--- config.mk ---
export PLATFORM = sky130hd
export DESIGN_NAME = edge_capture_unit
export DESIGN_NICKNAME = d
export VERILOG_FILES = /design/src/rtl/cap_pkg.sv /design/src/rtl/cap_sync_edge.sv /design/src/rtl/cap_timer.sv /design/src/rtl/cap_channel.sv /design/src/rtl/edge_capture_unit.sv
export SDC_FILE = /design/constraint.sdc
export NUM_CORES = 1
export LEC_CHECK = 0
export ABC_CLOCK_PERIOD_IN_PS = 1500
export BUFFER_PORTS_ARGS = -buffer_cell sky130_fd_sc_hd__buf_2
export CAP_MARGIN = 20
export CELL_PAD_IN_SITES_DETAIL_PLACEMENT = 0
export CELL_PAD_IN_SITES_GLOBAL_PLACEMENT = 1
export CORE_MARGIN = 2
export CORE_UTILIZATION = 25
export DETAILED_ROUTE_END_ITERATION = 12
export GPL_TIMING_DRIVEN = 1
export PLACE_DENSITY = 0.6
export SYNTH_ARGS = -nofsm -noshare
export SYNTH_HDL_FRONTEND = slang
export SYNTH_HIERARCHICAL = 1
export SYNTH_SLANG_ARGS = --single-unit
--- constraint.sdc ---
create_clock -name clk -period 1.5 [get_ports clk]
set_input_delay 0.075 -clock clk [delete_from_list [all_inputs] [get_ports clk]]
set_output_delay 0.075 -clock clk [all_outputs]
set_load 0.02 [all_outputs]
--- src/rtl/cap_pkg.sv ---
// Package: shared constants and types for the edge capture unit.
// Assumes a control word of 7 bits: {dir, edge_sel[2:0], mode[2:0]}.
package cap_pkg;

    localparam logic [2:0] CAP_MODE = 3'b101;
    localparam int         CTRL_W   = 7;

    typedef struct packed {
        logic       dir;
        logic [2:0] edge_sel;
        logic [2:0] mode;
    } ch_ctrl_t;

    localparam int ADDR_TIMER = 0;
    localparam int ADDR_RUN   = 1;
    localparam int CAP_BASE   = 2;

endpackage

--- src/rtl/cap_sync_edge.sv ---
// Module: cap_sync_edge
// Brings one asynchronous pin into the clock domain through STAGES flops,
// then flags rising/falling edges by comparing with a one-cycle-delayed copy.
// Assumes STAGES >= 2. Reset value of every flop is 0.
module cap_sync_edge #(
    parameter int STAGES = 2
) (
    input  logic clk,
    input  logic rst_n,
    input  logic pin,
    output logic rise,
    output logic fall
);

    logic [STAGES-1:0] chain_q;
    logic              prev_q;
    logic              synced;

    assign synced = chain_q[STAGES-1];

    // Shift the pin through the synchronizer and keep a delayed copy.
    always_ff @(posedge clk) begin
        if (!rst_n) begin
            chain_q <= '0;
            prev_q  <= 1'b0;
        end else begin
            chain_q <= {chain_q[STAGES-2:0], pin};
            prev_q  <= synced;
        end
    end

    // Edge pulses last one cycle per synchronized transition.
    always_comb begin
        rise = synced & ~prev_q;
        fall = ~synced & prev_q;
    end


    single_pulse_chk: assert property (@(posedge clk) disable iff (!rst_n)
        (rise || fall) |=> !(rise || fall) || $past(chain_q[STAGES-2]) != $past(synced));

endmodule

--- src/rtl/cap_timer.sv ---
// Module: cap_timer
// Free-running core counter: loads on request, else counts while run is set.
// Assumes load has priority over counting. Wraps naturally at 2^TW.
module cap_timer #(
    parameter int TW = 16
) (
    input  logic          clk,
    input  logic          rst_n,
    input  logic          run,
    input  logic          load,
    input  logic [TW-1:0] load_val,
    output logic [TW-1:0] cnt
);

    // Count, load or hold.
    always_ff @(posedge clk) begin
        if (!rst_n)     cnt <= '0;
        else if (load)  cnt <= load_val;
        else if (run)   cnt <= cnt + TW'(1);
    end


    timer_step_chk: assert property (@(posedge clk) disable iff (!rst_n)
        (run && !load) |=> cnt == $past(cnt) + TW'(1));


    timer_hold_chk: assert property (@(posedge clk) disable iff (!rst_n)
        (!run && !load) |=> $stable(cnt));


    timer_wrap_chk: assert property (@(posedge clk) disable iff (!rst_n)
        (run && !load && cnt == '1) |=> cnt == '0);

endmodule

--- src/rtl/cap_channel.sv ---
// Module: cap_channel
// One capture channel: qualifies edges by mode, edge select and direction,
// latches the core counter and sets a sticky request flag on each event.
// Assumes rise/fall are single-cycle synchronous pulses. Set beats clear.
module cap_channel import cap_pkg::*; #(
    parameter int TW = 16
) (
    input  logic          clk,
    input  logic          rst_n,
    input  logic          rise,
    input  logic          fall,
    input  logic [2:0]    mode,
    input  logic [1:0]    edge_lo,
    input  logic          dir_in,
    input  logic [TW-1:0] timer_in,
    input  logic          clr,
    output logic [TW-1:0] cap_q,
    output logic          flag_q
);

    logic armed;
    logic evt;

    // An event needs capture mode, input direction and a selected polarity.
    always_comb begin
        armed = dir_in && (mode == CAP_MODE);
        evt   = armed && ((edge_lo[0] && rise) || (edge_lo[1] && fall));
    end

    // Latch the counter on each qualifying event.
    always_ff @(posedge clk) begin
        if (!rst_n)    cap_q <= '0;
        else if (evt)  cap_q <= timer_in;
    end

    // Sticky flag: set on event, cleared by software unless set coincides.
    always_ff @(posedge clk) begin
        if (!rst_n)    flag_q <= 1'b0;
        else           flag_q <= (flag_q && !clr) || evt;
    end


    capture_value_chk: assert property (@(posedge clk) disable iff (!rst_n)
        evt |=> cap_q == $past(timer_in));


    mode_gate_chk: assert property (@(posedge clk) disable iff (!rst_n)
        (mode != CAP_MODE) |=> $stable(cap_q));


    dir_gate_chk: assert property (@(posedge clk) disable iff (!rst_n)
        !dir_in |=> $stable(cap_q));


    edge_off_chk: assert property (@(posedge clk) disable iff (!rst_n)
        (edge_lo == 2'b00 && !clr) |=> flag_q == $past(flag_q));


    flag_hold_chk: assert property (@(posedge clk) disable iff (!rst_n)
        (flag_q && !clr) |=> flag_q);


    set_wins_chk: assert property (@(posedge clk) disable iff (!rst_n)
        evt |=> flag_q);

endmodule

--- src/rtl/edge_capture_unit.sv ---
// Module: edge_capture_unit (top)
// Core counter, NCH capture channels with pin synchronizers, and a
// single-cycle register bus. Map: 0 counter, 1 run, CAP_BASE+c capture c,
// CAP_BASE+NCH+c control c, CAP_BASE+2*NCH flags (write 1 to clear).
// Assumes TW >= CTRL_W and TW >= NCH.
module edge_capture_unit import cap_pkg::*; #(
    parameter int TW  = 16,
    parameter int NCH = 2,
    parameter int AW  = $clog2(CAP_BASE + 2 * NCH + 1)
) (
    input  logic           clk,
    input  logic           rst_n,
    input  logic [NCH-1:0] cap_pin,
    input  logic           bus_sel,
    input  logic           bus_wr,
    input  logic [AW-1:0]  bus_addr,
    input  logic [TW-1:0]  bus_wdata,
    output logic [TW-1:0]  bus_rdata
);

    localparam int CTL_BASE  = CAP_BASE + NCH;
    localparam int ADDR_FLAG = CAP_BASE + 2 * NCH;

    logic            wr_en;
    logic            run_q;
    logic            timer_load;
    logic [TW-1:0]   timer;
    ch_ctrl_t        ctrl_q [NCH];
    logic [TW-1:0]   cap    [NCH];
    logic [NCH-1:0]  flags;
    logic [NCH-1:0]  clr;
    logic [NCH-1:0]  rise;
    logic [NCH-1:0]  fall;

    // Decode write strobes for the counter load and flag clears.
    always_comb begin
        wr_en      = bus_sel && bus_wr;
        timer_load = wr_en && (bus_addr == AW'(ADDR_TIMER));
        for (int c = 0; c < NCH; c++) begin
            clr[c] = wr_en && (bus_addr == AW'(ADDR_FLAG)) && bus_wdata[c];
        end
    end

    // Run bit and per-channel control words.
    always_ff @(posedge clk) begin
        if (!rst_n) begin
            run_q <= 1'b0;
            for (int c = 0; c < NCH; c++) ctrl_q[c] <= '0;
        end else if (wr_en) begin
            if (bus_addr == AW'(ADDR_RUN)) run_q <= bus_wdata[0];
            for (int c = 0; c < NCH; c++) begin
                if (bus_addr == AW'(CTL_BASE + c))
                    ctrl_q[c] <= ch_ctrl_t'(bus_wdata[CTRL_W-1:0]);
            end
        end
    end

    cap_timer #(.TW(TW)) i_timer (
        .clk      (clk),
        .rst_n    (rst_n),
        .run      (run_q),
        .load     (timer_load),
        .load_val (bus_wdata),
        .cnt      (timer)
    );

    for (genvar g = 0; g < NCH; g++) begin : g_ch
        cap_sync_edge #(.STAGES(2)) i_sync (
            .clk   (clk),
            .rst_n (rst_n),
            .pin   (cap_pin[g]),
            .rise  (rise[g]),
            .fall  (fall[g])
        );

        cap_channel #(.TW(TW)) i_chan (
            .clk      (clk),
            .rst_n    (rst_n),
            .rise     (rise[g]),
            .fall     (fall[g]),
            .mode     (ctrl_q[g].mode),
            .edge_lo  (ctrl_q[g].edge_sel[1:0]),
            .dir_in   (ctrl_q[g].dir),
            .timer_in (timer),
            .clr      (clr[g]),
            .cap_q    (cap[g]),
            .flag_q   (flags[g])
        );
    end

    // Combinational read mux over the register map.
    always_comb begin
        bus_rdata = '0;
        if (bus_addr == AW'(ADDR_TIMER)) bus_rdata = timer;
        if (bus_addr == AW'(ADDR_RUN))   bus_rdata = TW'(run_q);
        if (bus_addr == AW'(ADDR_FLAG))  bus_rdata = TW'(flags);
        for (int c = 0; c < NCH; c++) begin
            if (bus_addr == AW'(CAP_BASE + c)) bus_rdata = cap[c];
            if (bus_addr == AW'(CTL_BASE + c)) bus_rdata = TW'(ctrl_q[c]);
        end
    end


    reset_flags_chk: assert property (@(posedge clk)
        !rst_n |=> flags == '0);

endmodule

== Yosys cells after proc, flatten, opt, wreduce, memory -nomap -nowiden ==
Memory sizes are Yosys's and may differ from the RTL's.
Cells that the tools add are included.
W data, S select, Z words.
Storage, ports and cells
  flip-flop bits (word level): 57
  RAM bits: 14
  bits of input ports: 25
  output and inout port bits: 16
  logic and storage cells: 74
  memories: 1
Cells by class
  $add $sub $neg: 1
  equality and inequality tests: 8
  muxes and demuxes: 20
  bitwise logic cells: 10
  reductions and logical operators: 24
Memories
  ctrl_q: depth 2, width 7, read ports 2, clocked after memory_dff 0, write ports 2, line edge_capture_unit.sv:28  | ch_ctrl_t ctrl_q [NCH];
Operators by type and width (number)
  $mux W16: 9
  $add A16 B1 Y16 const B: 1
  $eq A3 B3 Y1 const B: 5
  $logic_and A1 B1 Y1: 15
  $mux W7: 2
  $mux W1: 9
  $eq A3 B2 Y1 const B: 2
  $and A1 B1 Y1: 4
  $logic_or A1 B1 Y1: 4
  $not A1 Y1: 4
  $eq A3 B1 Y1 const B: 1
  $logic_not A3 Y1: 1
  $logic_not A1 Y1: 2
  $or A1 B1 Y1: 2
  $reduce_and A2 Y1: 1
  $reduce_bool A2 Y1: 1

== Depth between registers and ports, before layout ==
  depth in word-level cells: 8
  depth in mapped cells: 8
  gate-level depth less buffers: 5

== Cells and area by module ==
Netlist, hierarchy kept.
Modules (own cells, without submodules)
  cap_channel: instances 2, cells an instance 75, area an instance 735.7 um2, sequential area each 340.3 um2
  edge_capture_unit: instances 1, cells an instance 126, area an instance 1202.4 um2, sequential area each 440.4 um2
  cap_timer: instances 1, cells an instance 99, area an instance 919.6 um2, sequential area each 320.3 um2
  cap_sync_edge: instances 2, cells an instance 8, area an instance 91.3 um2, sequential area each 60.1 um2

== Least setup slack after synthesis ==
No wires, ideal clock.
  path kind: input-to-reg
  start: input bus_addr[2]
  end: memory ctrl_q[0][10] (netlist name), enable pin
  setup time: 0.383 ns
  data arrival time: 1.035 ns
  data required time: 1.117 ns
  path slack: 0.082 ns
  stages on the path: 4
  buffers on the path: 2
  cell sequence: buf_6 buf_12 inv_2 o31ai_1
RTL lines
  from (decl): line edge_capture_unit.sv:16  | input logic [AW-1:0] bus_addr,
  to (decl): line edge_capture_unit.sv:28

== Worst setup path in the final report ==
  start: register i_timer.cnt[0]
  end: output bus_rdata[0]
On the way
  longest elaborated chain between the ends: 7
RTL lines
  from (decl): line cap_timer.sv:12  | output logic [TW-1:0] cnt
  from (signal assigned): line cap_timer.sv:18  | else if (load) cnt <= load_val;
  from (signal assigned): line cap_timer.sv:19  | else if (run) cnt <= cnt + TW'(1);
  $mux W16: line edge_capture_unit.sv:94  | if (bus_addr == AW'(ADDR_TIMER)) bus_rdata = timer;
  $mux W16: line edge_capture_unit.sv:95  | if (bus_addr == AW'(ADDR_RUN)) bus_rdata = TW'(run_q);
  $mux W16: line edge_capture_unit.sv:96  | if (bus_addr == AW'(ADDR_FLAG)) bus_rdata = TW'(flags);
  $mux W16: line edge_capture_unit.sv:98  | if (bus_addr == AW'(CAP_BASE + c)) bus_rdata = cap[c];
  $mux W16: line edge_capture_unit.sv:99  | if (bus_addr == AW'(CTL_BASE + c)) bus_rdata = TW'(ctrl_q[c]);
  $mux W16: line edge_capture_unit.sv:98
  $mux W16: line edge_capture_unit.sv:99
  to (decl): line edge_capture_unit.sv:18  | output logic [TW-1:0] bus_rdata
Every way passes these cells.

==> insert_results.sql <==
INSERT INTO impl_metrics (metric_group, metric, value, unit) VALUES
('timing', 'fin_crit', '1.51', 'ns'),
('outcome', 'status', 'complete, but fails checks', ''),
('synth', 'muxShareOfSynthArea', '13.7', '%'),
('detailed_routing', 'ant_nets', '0', ''),
('synth', 'synth_compound_gate_area_share', '12.0', '%'),
('final_layout', 'antenna_cells', '0', ''),
('final_layout', 'nets', '492', ''),
('worst_setup_path', 'critical_path_peak_fanout', '5', ''),
('grt', 'pin_count_of_the_biggest_net_entering_global_routing', '42', ''),
('cts', 'cts_inserted_buffers', '9', ''),
('grt', 'number_of_global_route_vias_before_repair', '2979', ''),
('timing', 'finalWorstSetupSlack', '-0.00832', 'ns'),
('timing', 'final.setup.tns', '-0.00832', 'ns'),
('grt', 'track_usage', '12.6', '%'),
('synth', 'syn_nets', '417', ''),
('power_and_ir_drop', 'worst_ir_drop_vdd', '0.410', 'mV'),
('cts', 'cts_max_level', '3', ''),
('synth', 'post_synth.cell_area_avg', '9.66', 'um^2'),
('timing', 'fin_skew', '0.00689', 'ns'),
('outcome', 'failed_checks', 'setup timing', ''),
('placed_design', 'gp_congestion', '0.782', ''),
('detailed_routing', 'first_pass_iters', '6', ''),
('cts', 'cts.reportedPaths.clkPinSlew', '0.06', 'ns'),
('timing', 'setup_violations', '1', ''),
('grt', 'grt_overflow_total', '0', ''),
('die', 'fp.coreArea', '14600', 'um^2'),
('cts', 'worst_skew_pair_latency', '0.33', 'ns'),
('detailed_routing', 'avgViaCountPerCell', '4.56', ''),
('detailed_routing', 'first_iter_violations', '129', ''),
('die', 'die_x', '127', 'um'),
('die', 'initial_core_util', '25.8', '%'),
('synth', 'synth_most_common_cell', 'nand2_1', ''),
('synth', 'ys_seq_elements', '71', ''),
('worst_setup_path', 'worst_setup_path_end_kind', 'primary output', ''),
('die', 'die_area', '16100', 'um^2'),
('worst_setup_path', 'worst-endpoint-arrival', '1.43', 'ns'),
('synth', 'synth_warnings', '6', ''),
('power_and_ir_drop', 'power.total', '4.42', 'mW'),
('worst_setup_path', 'stage_delay_of_the_slowest_cell_on_the_critical_path', '0.33', 'ns'),
('placed_design', 'placed_cell_area', '4280', 'um^2'),
('cts', 'clock_tree.root_cell', 'clkbuf_16', ''),
('synth', 'synth_sequential_area_ratio', '41.4', '%'),
('detailed_routing', 'route.detailed.wl_per_inst', '14.9', 'um'),
('worst_hold_path', 'worstHoldPathType', 'in -> reg', ''),
('synth', 'synthDominantAreaCellType', 'dfxtp_1', ''),
('worst_setup_path', 'cp_cell_sequence', 'buf_6, mux2i_1, a22o_1, a31oi_2, buf_4', ''),
('synth', 'synth_enable_flop_cells', '14', ''),
('synth', 'post-synth-top-area-fraction', '30.2', '%'),
('final_layout', 'layout-drive-gt1-share', '32.5', '%'),
('cts', 'cts-root-to-sink-buffers', '2', ''),
('detailed_routing', 'remaining_drc_errors', '0', ''),
('final_layout', 'final_area', '4830', 'um^2'),
('job', 'maxCapViolations', '0', ''),
('timing', 'timing.final.max_slew_violations', '0', ''),
('final_layout', 'synthToLayoutAreaGrowth', '27.8', '%'),
('worst_setup_path', 'worstPathBufferInverterCount', '2', ''),
('synth', 'syn_inst', '391', ''),
('detailed_routing', 'vias', '2989', ''),
('timing', 'hold_violations', '0', ''),
('power_and_ir_drop', 'power_density', '917', 'nW/um^2'),
('synth', 'synthArstFlopShare', '0', '%'),
('synth', 'synth_flop_cell', 'dfxtp_1', ''),
('power_and_ir_drop', 'static_leak', '1.92', 'nW'),
('synth', 'synth-xor-area-share', '3.48', '%'),
('die', 'fp-row-count', '44', ''),
('final_layout', 'instances_no_fill', '655', ''),
('timing', 'rsz0062_at_grt', 'yes', ''),
('cts', 'tritoncts', 'yes', ''),
('worst_setup_path', 'crit_type', 'reg -> out', ''),
('worst_setup_path', 'critPathSlowestCell', 'dfxtp_2', ''),
('timing', 'maxClockFrequency', '0.663', 'GHz');
==> tightest hold or removal path, cell delays in order <==
cell and delay (ns):
buf_2 0.07, o21ai_0 0.06, a21oi_1 0.10
==> repair_timing <==
item	in CTS	in global routing
buffers inserted	4	9
hold endpoints to repair	6	0
resized for setup	17	30
pin swaps	2	4
setup endpoints to repair	6	14
hold buffers	6	0
==> path summary, 6_finish.rpt <==
kind	startpoint	to	cells past startpoint
worst max register to register	i_timer/cnt[0]	i_timer/cnt[12]	6
worst min register to register	g_ch[1].i_sync/chain_q[0]	g_ch[1].i_sync/chain_q[1]	1
worst min-delay path	bus_wdata[12]	i_timer/cnt[12]	3
worst max-delay path	i_timer/cnt[0]	bus_rdata[0]	5
==> flip-flops by register name (all words and copies together) (netlist names) <==
name and flops:
run_q 1, g_ch.i_sync/chain_q 4, g_ch.i_sync/prev_q 2, g_ch.i_chan/cap_q 32, ctrl_q 14, g_ch.i_chan/flag_q 2, i_timer/cnt 16
==> report_power, final <==
group	internal (mW)	switching, mW	leakage (nW)	total, mW
clock network	1.15	0.827	0.130	1.98
logic	0.189	0.238	1.19	0.427
registers	1.98	0.0367	0.602	2.02
==> cell families (layout without fill, tap and decap cells) <==
| group | count (synthesis) | count (layout) |
|---|---|---|
| XOR/XNOR | 15 | 15 |
| AND/OR/NAND/NOR | 156 | 156 |
| multiplexers | 50 | 50 |
| adder cells (fa/ha/maj) | 1 | 1 |
| AO/OA/AOI/OAI | 66 | 66 |
| flip-flops | 71 | 71 |
| buffers and inverters | 32 | 112 |
==> final cells by class <==
class | count | area (um^2)
fillers | 1508 | 9820
flip-flops and latches | 71 | 1590
multi-input cells | 288 | 2040
repair buffers | 89 | 664
clock inverters | 6 | 36.3
well taps | 184 | 230
clock buffers | 10 | 239
inverters | 7 | 26.3
==> cells in the final DEF (no fill, tap or decap), types with 12 or more instances in the layout <==
master,netlist,final
mux2i_1,37,36
edfxtp_1,14,14
buf_2,4,30
buf_4,2,45
and2_1,14,14
o21ai_0,13,13
a21oi_1,26,23
nand2_1,100,98
dfxtp_1,57,45
mux2_2,13,13
xnor2_1,12,12
==> stage by stage <==
step	utilization, %	setup slack, ns	hold WS (ns)
2_1_floorplan	-	0.0823	0.197
3_3_place_gp	29.2	0.0984	0.278
3_5_place_dp	29.2	0.0943	0.286
4_1_cts	32.0	-0.0455	0.000436
5_1_grt	33.0	-0.0476	0.0180
6_report	33.0	-0.00832	0.00898
==> routing by layer <==
| layer | track usage (%) | vias to the layer above | wire length (um) |
|---|---|---|---|
| met1 | 17.4 | 1425 | 4860 |
| met3 | 2.15 | 9 | 245 |
| met4 | 5.17 | 0 | 175 |
| met5 | 0 | - | 0 |
| li1 | - | 1510 | - |
| met2 | 19.4 | 45 | 4470 |
(Power assumes the default switching activity.)
